===== src/rtl/tmr_pkg.sv =====
package tmr_pkg;
   localparam int ADDR_CTRL     = 0;
   localparam int ADDR_CNT      = 1;
   localparam int ADDR_PRI_BASE = 2;

   typedef enum logic {SRC_TICK = 1'b0, SRC_EVENT = 1'b1} cnt_src_e;

   function automatic int pri_addr(input int k);
      return ADDR_PRI_BASE + k;
   endfunction

   function automatic int buf_addr(input int k, input int npair);
      return ADDR_PRI_BASE + npair + k;
   endfunction

   function automatic int mode_bit(input int k);
      return 1 + k;
   endfunction

   function automatic int bufen_bit(input int k, input int npair);
      return 1 + npair + k;
   endfunction
endpackage


===== src/rtl/tmr_counter.sv =====
module tmr_counter #(
   parameter int CNT_W = 16
) (
   input  logic             clk,
   input  logic             rst_n,
   input  logic             tick_i,
   input  logic             ev_i,
   input  tmr_pkg::cnt_src_e src_i,
   input  logic             wr_i,
   input  logic [CNT_W-1:0] wdata_i,
   output logic [CNT_W-1:0] cnt_o,
   output logic [CNT_W-1:0] cnt_plus_o,
   output logic             inc_o
);
   logic [CNT_W-1:0] cnt_q;

   assign inc_o      = (src_i == tmr_pkg::SRC_EVENT) ? ev_i : tick_i;
   assign cnt_plus_o = cnt_q + CNT_W'(1);
   assign cnt_o      = cnt_q;

   always_ff @(posedge clk or negedge rst_n) begin
      if (!rst_n)      cnt_q <= '0;
      else if (wr_i)   cnt_q <= wdata_i;
      else if (inc_o)  cnt_q <= cnt_plus_o;
   end


   a_r4_write_wins: assert property (@(posedge clk) disable iff (!rst_n)
      wr_i |=> cnt_q == $past(wdata_i));

   a_r3_wrap: assert property (@(posedge clk) disable iff (!rst_n)
      (inc_o && !wr_i && cnt_q == {CNT_W{1'b1}}) |=> cnt_q == '0);

   a_r2_hold: assert property (@(posedge clk) disable iff (!rst_n)
      (!tick_i && !ev_i && !wr_i) |=> $stable(cnt_q));
endmodule


===== src/rtl/tmr_rise.sv =====
module tmr_rise (
   input  logic clk,
   input  logic rst_n,
   input  logic d_i,
   output logic rise_o
);
   logic prev_q;

   always_ff @(posedge clk or negedge rst_n) begin
      if (!rst_n) prev_q <= 1'b0;
      else        prev_q <= d_i;
   end

   assign rise_o = d_i & ~prev_q;
endmodule


===== src/rtl/tmr_pair.sv =====
module tmr_pair #(
   parameter int CNT_W = 16
) (
   input  logic             clk,
   input  logic             rst_n,
   input  logic [CNT_W-1:0] cnt_i,
   input  logic [CNT_W-1:0] cnt_plus_i,
   input  logic             inc_i,
   input  logic             cnt_wr_i,
   input  logic             cap_rise_i,
   input  logic             cap_mode_i,
   input  logic             buf_en_i,
   input  logic             wr_pri_i,
   input  logic             wr_buf_i,
   input  logic [CNT_W-1:0] wdata_i,
   output logic [CNT_W-1:0] pri_o,
   output logic [CNT_W-1:0] buf_o,
   output logic             match_o
);
   logic [CNT_W-1:0] pri_q, buf_q;
   logic             match_q;
   logic             hit, take_cap;

   // compare against the value the counter is about to take
   assign hit      = !cap_mode_i && inc_i && !cnt_wr_i && (cnt_plus_i == pri_q);
   assign take_cap = cap_mode_i && cap_rise_i;

   always_ff @(posedge clk or negedge rst_n) begin
      if (!rst_n)                 pri_q <= '1;
      else if (wr_pri_i)          pri_q <= wdata_i;
      else if (take_cap)          pri_q <= cnt_i;
      else if (hit && buf_en_i)   pri_q <= buf_q;
   end

   always_ff @(posedge clk or negedge rst_n) begin
      if (!rst_n)                    buf_q <= '1;
      else if (wr_buf_i)             buf_q <= wdata_i;
      else if (take_cap && buf_en_i) buf_q <= pri_q;
   end

   always_ff @(posedge clk or negedge rst_n) begin
      if (!rst_n) match_q <= 1'b0;
      else        match_q <= hit;
   end

   assign pri_o   = pri_q;
   assign buf_o   = buf_q;
   assign match_o = match_q;


   a_r6_match_value: assert property (@(posedge clk) disable iff (!rst_n)
      match_q |-> cnt_i == $past(pri_q));

   a_r7_capture: assert property (@(posedge clk) disable iff (!rst_n)
      (cap_rise_i && cap_mode_i && !wr_pri_i) |=> pri_q == $past(cnt_i));

   a_r8_buf_shift: assert property (@(posedge clk) disable iff (!rst_n)
      (cap_rise_i && cap_mode_i && buf_en_i && !wr_buf_i) |=> buf_q == $past(pri_q));

   a_r9_buf_load: assert property (@(posedge clk) disable iff (!rst_n)
      (hit && buf_en_i && !wr_pri_i) |=> pri_q == $past(buf_q));

   a_r10_bus_wins: assert property (@(posedge clk) disable iff (!rst_n)
      wr_pri_i |=> pri_q == $past(wdata_i));

   a_r11_buf_hold: assert property (@(posedge clk) disable iff (!rst_n)
      (!buf_en_i && !wr_buf_i) |=> $stable(buf_q));
endmodule


===== src/rtl/tmr_regs.sv =====
module tmr_regs #(
   parameter int CNT_W  = 16,
   parameter int NPAIR  = 2,
   parameter int ADDR_W = 3
) (
   input  logic                        clk,
   input  logic                        rst_n,
   input  logic [ADDR_W-1:0]           addr_i,
   input  logic                        we_i,
   input  logic [CNT_W-1:0]            wdata_i,
   input  logic [CNT_W-1:0]            cnt_i,
   input  logic [NPAIR-1:0][CNT_W-1:0] pri_i,
   input  logic [NPAIR-1:0][CNT_W-1:0] buf_i,
   output tmr_pkg::cnt_src_e           src_o,
   output logic [NPAIR-1:0]            mode_o,
   output logic [NPAIR-1:0]            bufen_o,
   output logic                        cnt_wr_o,
   output logic [NPAIR-1:0]            pri_wr_o,
   output logic [NPAIR-1:0]            buf_wr_o,
   output logic [CNT_W-1:0]            rdata_o
);
   localparam int CTRL_W = 1 + 2 * NPAIR;

   logic [CTRL_W-1:0] ctrl_q;

   always_ff @(posedge clk or negedge rst_n) begin
      if (!rst_n) ctrl_q <= '0;
      else if (we_i && addr_i == ADDR_W'(tmr_pkg::ADDR_CTRL))
         ctrl_q <= wdata_i[CTRL_W-1:0];
   end

   assign src_o    = tmr_pkg::cnt_src_e'(ctrl_q[0]);
   assign cnt_wr_o = we_i && addr_i == ADDR_W'(tmr_pkg::ADDR_CNT);

   for (genvar k = 0; k < NPAIR; k++) begin : g_dec
      assign mode_o[k]   = ctrl_q[tmr_pkg::mode_bit(k)];
      assign bufen_o[k]  = ctrl_q[tmr_pkg::bufen_bit(k, NPAIR)];
      assign pri_wr_o[k] = we_i && addr_i == ADDR_W'(tmr_pkg::pri_addr(k));
      assign buf_wr_o[k] = we_i && addr_i == ADDR_W'(tmr_pkg::buf_addr(k, NPAIR));
   end

   always_comb begin
      rdata_o = '0;
      if (addr_i == ADDR_W'(tmr_pkg::ADDR_CTRL)) rdata_o = CNT_W'(ctrl_q);
      if (addr_i == ADDR_W'(tmr_pkg::ADDR_CNT))  rdata_o = cnt_i;
      for (int k = 0; k < NPAIR; k++) begin
         if (addr_i == ADDR_W'(tmr_pkg::pri_addr(k)))        rdata_o = pri_i[k];
         if (addr_i == ADDR_W'(tmr_pkg::buf_addr(k, NPAIR))) rdata_o = buf_i[k];
      end
   end


   a_r5_one_write: assert property (@(posedge clk) disable iff (!rst_n)
      $countones({cnt_wr_o, pri_wr_o, buf_wr_o}) <= 1);
   a_r5_ctrl_stable: assert property (@(posedge clk) disable iff (!rst_n)
      !(we_i && addr_i == ADDR_W'(tmr_pkg::ADDR_CTRL)) |=> $stable(ctrl_q));
endmodule


===== src/rtl/tmr_chan.sv =====
module tmr_chan #(
   parameter int CNT_W  = 16,
   parameter int NPAIR  = 2,
   parameter int ADDR_W = 3
) (
   input  logic              clk,
   input  logic              rst_n,
   input  logic [ADDR_W-1:0] bus_addr,
   input  logic              bus_we,
   input  logic [CNT_W-1:0]  bus_wdata,
   output logic [CNT_W-1:0]  bus_rdata,
   input  logic              tick_i,
   input  logic              ext_ev_i,
   input  logic [NPAIR-1:0]  cap_i,
   output logic [NPAIR-1:0]  match_o
);
   localparam int NWORDS = tmr_pkg::ADDR_PRI_BASE + 2 * NPAIR;
   localparam int CTRL_W = 1 + 2 * NPAIR;

   if (NPAIR < 1) begin : g_bad_npair
      $error("tmr_chan: NPAIR must be at least 1");
   end
   if (CNT_W < CTRL_W) begin : g_bad_width
      $error("tmr_chan: CNT_W too narrow for the control word");
   end
   if ((1 << ADDR_W) < NWORDS) begin : g_bad_addr
      $error("tmr_chan: ADDR_W too small for the register map");
   end

   tmr_pkg::cnt_src_e          src;
   logic [NPAIR-1:0]           mode, bufen, pri_wr, buf_wr, rise;
   logic                       cnt_wr, inc;
   logic [CNT_W-1:0]           cnt, cnt_plus;
   logic [NPAIR-1:0][CNT_W-1:0] pri, bufr;

   tmr_counter #(.CNT_W(CNT_W)) u_cnt (
      .clk(clk), .rst_n(rst_n), .tick_i(tick_i), .ev_i(ext_ev_i),
      .src_i(src), .wr_i(cnt_wr), .wdata_i(bus_wdata),
      .cnt_o(cnt), .cnt_plus_o(cnt_plus), .inc_o(inc));

   tmr_regs #(.CNT_W(CNT_W), .NPAIR(NPAIR), .ADDR_W(ADDR_W)) u_regs (
      .clk(clk), .rst_n(rst_n), .addr_i(bus_addr), .we_i(bus_we),
      .wdata_i(bus_wdata), .cnt_i(cnt), .pri_i(pri), .buf_i(bufr),
      .src_o(src), .mode_o(mode), .bufen_o(bufen), .cnt_wr_o(cnt_wr),
      .pri_wr_o(pri_wr), .buf_wr_o(buf_wr), .rdata_o(bus_rdata));

   for (genvar k = 0; k < NPAIR; k++) begin : g_pair
      tmr_rise u_rise (
         .clk(clk), .rst_n(rst_n), .d_i(cap_i[k]), .rise_o(rise[k]));

      tmr_pair #(.CNT_W(CNT_W)) u_pair (
         .clk(clk), .rst_n(rst_n), .cnt_i(cnt), .cnt_plus_i(cnt_plus),
         .inc_i(inc), .cnt_wr_i(cnt_wr), .cap_rise_i(rise[k]),
         .cap_mode_i(mode[k]), .buf_en_i(bufen[k]), .wr_pri_i(pri_wr[k]),
         .wr_buf_i(buf_wr[k]), .wdata_i(bus_wdata), .pri_o(pri[k]),
         .buf_o(bufr[k]), .match_o(match_o[k]));
   end


   a_r1_reset_quiet: assert property (@(posedge clk) disable iff (!rst_n)
      $past(!rst_n) |-> match_o == '0);
endmodule


===== config.mk =====
export PLATFORM = sky130hd
export DESIGN_NAME = tmr_chan
export DESIGN_NICKNAME = d
export VERILOG_FILES = /design/src/rtl/tmr_pkg.sv /design/src/rtl/tmr_counter.sv /design/src/rtl/tmr_rise.sv /design/src/rtl/tmr_pair.sv /design/src/rtl/tmr_regs.sv /design/src/rtl/tmr_chan.sv
export SDC_FILE = /design/constraint.sdc
export NUM_CORES = 1
export LEC_CHECK = 0
export BUFFER_PORTS_ARGS = -buffer_cell sky130_fd_sc_hd__buf_2
export CAP_MARGIN = 20
export CORE_MARGIN = 1.5
export CORE_UTILIZATION = 68
export CTS_BUF_LIST = sky130_fd_sc_hd__clkbuf_8
export DETAILED_ROUTE_END_ITERATION = 10
export PLACE_DENSITY_LB_ADDON = 0.25
export SYNTH_ARGS = -nofsm -noshare
export SYNTH_HDL_FRONTEND = slang
export SYNTH_SLANG_ARGS = --single-unit

===== constraint.sdc =====
create_clock -name clk -period 5.21 [get_ports clk]
set_input_delay 1.563 -clock clk [delete_from_list [all_inputs] [get_ports clk]]
set_output_delay 1.563 -clock clk [all_outputs]
set_load 0.03 [all_outputs]

==> metrics.txt <==
status complete, no violations; Logic pwr share 39.3%; portion of netlist area occupied by mux cells 19.4%; M3 GR Usage 10.0%; YS warnings 0; DRT Wirelength 19.4 mm; setup TNS 0 ns; CTS clock-pin slew for the worst setup and hold paths 0.09 ns; total track usage 39.1%; Slew HR 22.9%; VDD IR max 0.309 mV; FF+latch area 2310 µm²; Pint 0.00215 W; remaining routing DRC violations 0; startpoint types input pin; PwrDens 527 nW/µm²; Worst Tran Pin Value 1.16 ns; Post-DP HPWL 13.3 mm; # Max-Cap Violations 0; via count 5734; final core occ 75.9%; Die H 100 µm; clk buf depth 2; kind of critical path input pin to primary output; net switching power 0.00153 W; main combinational cell family by area after synthesis multiplexers; CTS Buf Count 9; Crit Path Max Fanout 15; CTS tree done; endpoints failing setup 0; H-tree Lvls 3; DIE WIDTH 100 µm; fmax 212 MHz; row count 35; GP Congestion 0.989; commonest non-fill, non-tap cell in the layout mux2i_1; fill count 680; initial core utilization 69.9%; P&R area growth vs syn 8.58%; # port buffers 43; Fin. Hold Viols 0; most frequent cells in the layout mux2i_1, nand2_1, dfstp_2; Clock Skew 0.0253 ns; fraction of layout cells with a size suffix above 1 28.0%; layout net count 744; met1 Use GR 55.9%; compound-cell area share of the yosys netlist 17.1%; Cell Area, Synth 6430 µm²; hold buffer count at cts 0; final worst-path cycle share 90.4%; first-pass GRT wire length 29.7 mm; initial antenna violation count 0; Gate Count Post-Synth 699; leakage power 3.10 nW; Seq/Total Area, Yosys 35.9%; clock power share 14.7%; simple-gate portion of the synthesized area 16.3%; adder and majority gate portion of the synthesized area 0.195%; synth unique cells 65; dpl ws 0.549 ns; antenna fix cells 0; fin area 6980 µm²; Sequential Power Share 46.0%; Critical Path End Type primary output; Clk Tree Root Cell clkbuf_8; dpl cell area 6670 µm²; worst hold path depth 1; Slew Limit Fails 0; most used routing layer met2; sw frac 41.6%; WL per Instance 23.3 µm; vias in the first global route 5423; syn_nets 726; GR Overflow Total 0; Hold/Removal Path Class flip-flop to flip-flop; Synth Area in XOR/XNOR 6.65%; clock latency at the later pin of the worst-skew pair 0.37 ns; Setup Buffers After CTS 0; Post-synth ARST share 100%; drt initial violations 701; ys flop type dfstp_2; Final WS setup 0.499 ns; met2 global-route usage 58.7%; Critical Path RT 3.65 ns; cells on worst reg2reg path 9; full die area 10100 µm²; mean area per synthesized cell 9.20 µm²; io pins 44; Seq cells post-synth 89; Post-synth EDFFs 0; Clock Sink Count 89; area of the multi-input gates 3840 µm²; Worst EP arrival 3.15 ns; cts repair resizes 0; drt pass-1 iters 5; core area 9200 µm²; Final ANT Viol Nets 0; via/cell ratio 6.88; RSZ-0062 raised after global routing no; largest net degree at the start of global routing 65; Tmin final 4.71 ns
==> cell type report <==
cell class              count  area share, %
repair buffers             64           6.45
multi-input cells         547           55.0
well taps                 111           1.99
clock inverters             6           1.20
flip-flops and latches     89           33.0
clock buffers              10           1.97
inverters                   6          0.322
==> power groups by stage <==
| stage | clock network, W | registers, W | logic [W] |
|---|---|---|---|
| after floorplan | 0 | 0.00138 | 0.00125 |
| after global placement | 0 | 0.00165 | 0.00135 |
| after detailed placement | 0 | 0.00167 | 0.00141 |
| after CTS | 0.000540 | 0.00166 | 0.00142 |
| after global routing | 0.000562 | 0.00173 | 0.00157 |
| final | 0.000541 | 0.00169 | 0.00145 |
==> routing by layer <==
| layer | share of wire, % | vias to the layer above |
|---|---|---|
| met3 | 12 | 49 |
| met4 | 2.5 | 0 |
| met5 | 0 | - |
| met2 | 44 | 367 |
| li1 | - | 2545 |
| met1 | 41 | 2773 |
==> stage by stage <==
step / cells / total power [W] / hold slack (ns)
global route: 833 / 0.00386 / 0.595
global placement: 812 / 0.00300 / 0.558
CTS: 829 / 0.00362 / 0.583
floorplan: 699 / 0.00263 / 0.519
finish: 833 / 0.00368 / 0.585
detailed placement: 813 / 0.00308 / 0.560
==> critical path: stages <==
cell and delay (ns):
buf_2 0.35, buf_4 0.30, and2_1 0.28, a21oi_1 0.12, o221ai_1 0.18, o21a_1 0.14
buf_2 0.19
==> flip-flops by register name, summed over array words and instances, names as in the netlist <==
register and flops:
g_pair.u_pair.buf_o 32, g_pair.u_pair.pri_o 32, g_pair.u_rise.prev_q 2, g_pair.u_pair.match_o 2, u_regs.ctrl_q 5, u_cnt.cnt_o 16
==> cell usage after synthesis (all sizes together) (4+ instances only) <==
master	count	area (µm²)
nor4	9	83.8
mux2	37	454
o21ai	63	315
nor3	6	30.0
nor2	62	238
and2	4	25.0
dfrtp	25	626
a22oi	14	105
xnor2	33	297
a21oi	51	263
o221ai	15	131
nand3b	6	45.0
or2	6	37.5
and4	4	35.0
clkbuf	38	143
nand3	9	50.1
mux2i	79	791
o21a	14	105
dfstp	64	1680
buf	19	126
nor2b	7	43.8
xor2	15	131
a31oi	6	37.5
nand4	6	73.8
nand2	65	246
inv	6	22.5
==> cell families after synthesis <==
logic type / count (synthesis)
XOR/XNOR: 48
multiplexers: 116
flip-flops: 89
AND/OR/NAND/NOR: 203
adder cells (fa/ha/maj): 1
buffers and inverters: 63
AO/OA/AOI/OAI: 179
==> final timing paths <==
| path | slack (ns) | startpoint | end |
|---|---|---|---|
| setup reg to reg | 1.35 | u_cnt.cnt_o[0] | g_pair[1].u_pair.pri_o[15] |
| hold / removal | 0.59 | u_regs.ctrl_q[1] | u_regs.ctrl_q[1] |
| hold reg to reg | 0.59 | u_regs.ctrl_q[1] | u_regs.ctrl_q[1] |
| max in group asynchronous | 3.00 | rst_n | g_pair[1].u_pair.pri_o[7] |
| min in group asynchronous | 1.29 | rst_n | u_regs.ctrl_q[3] |
| setup / recovery | 0.50 | bus_addr[0] | bus_rdata[1] |
No activity file was read; power rests on OpenSTA's default activity.
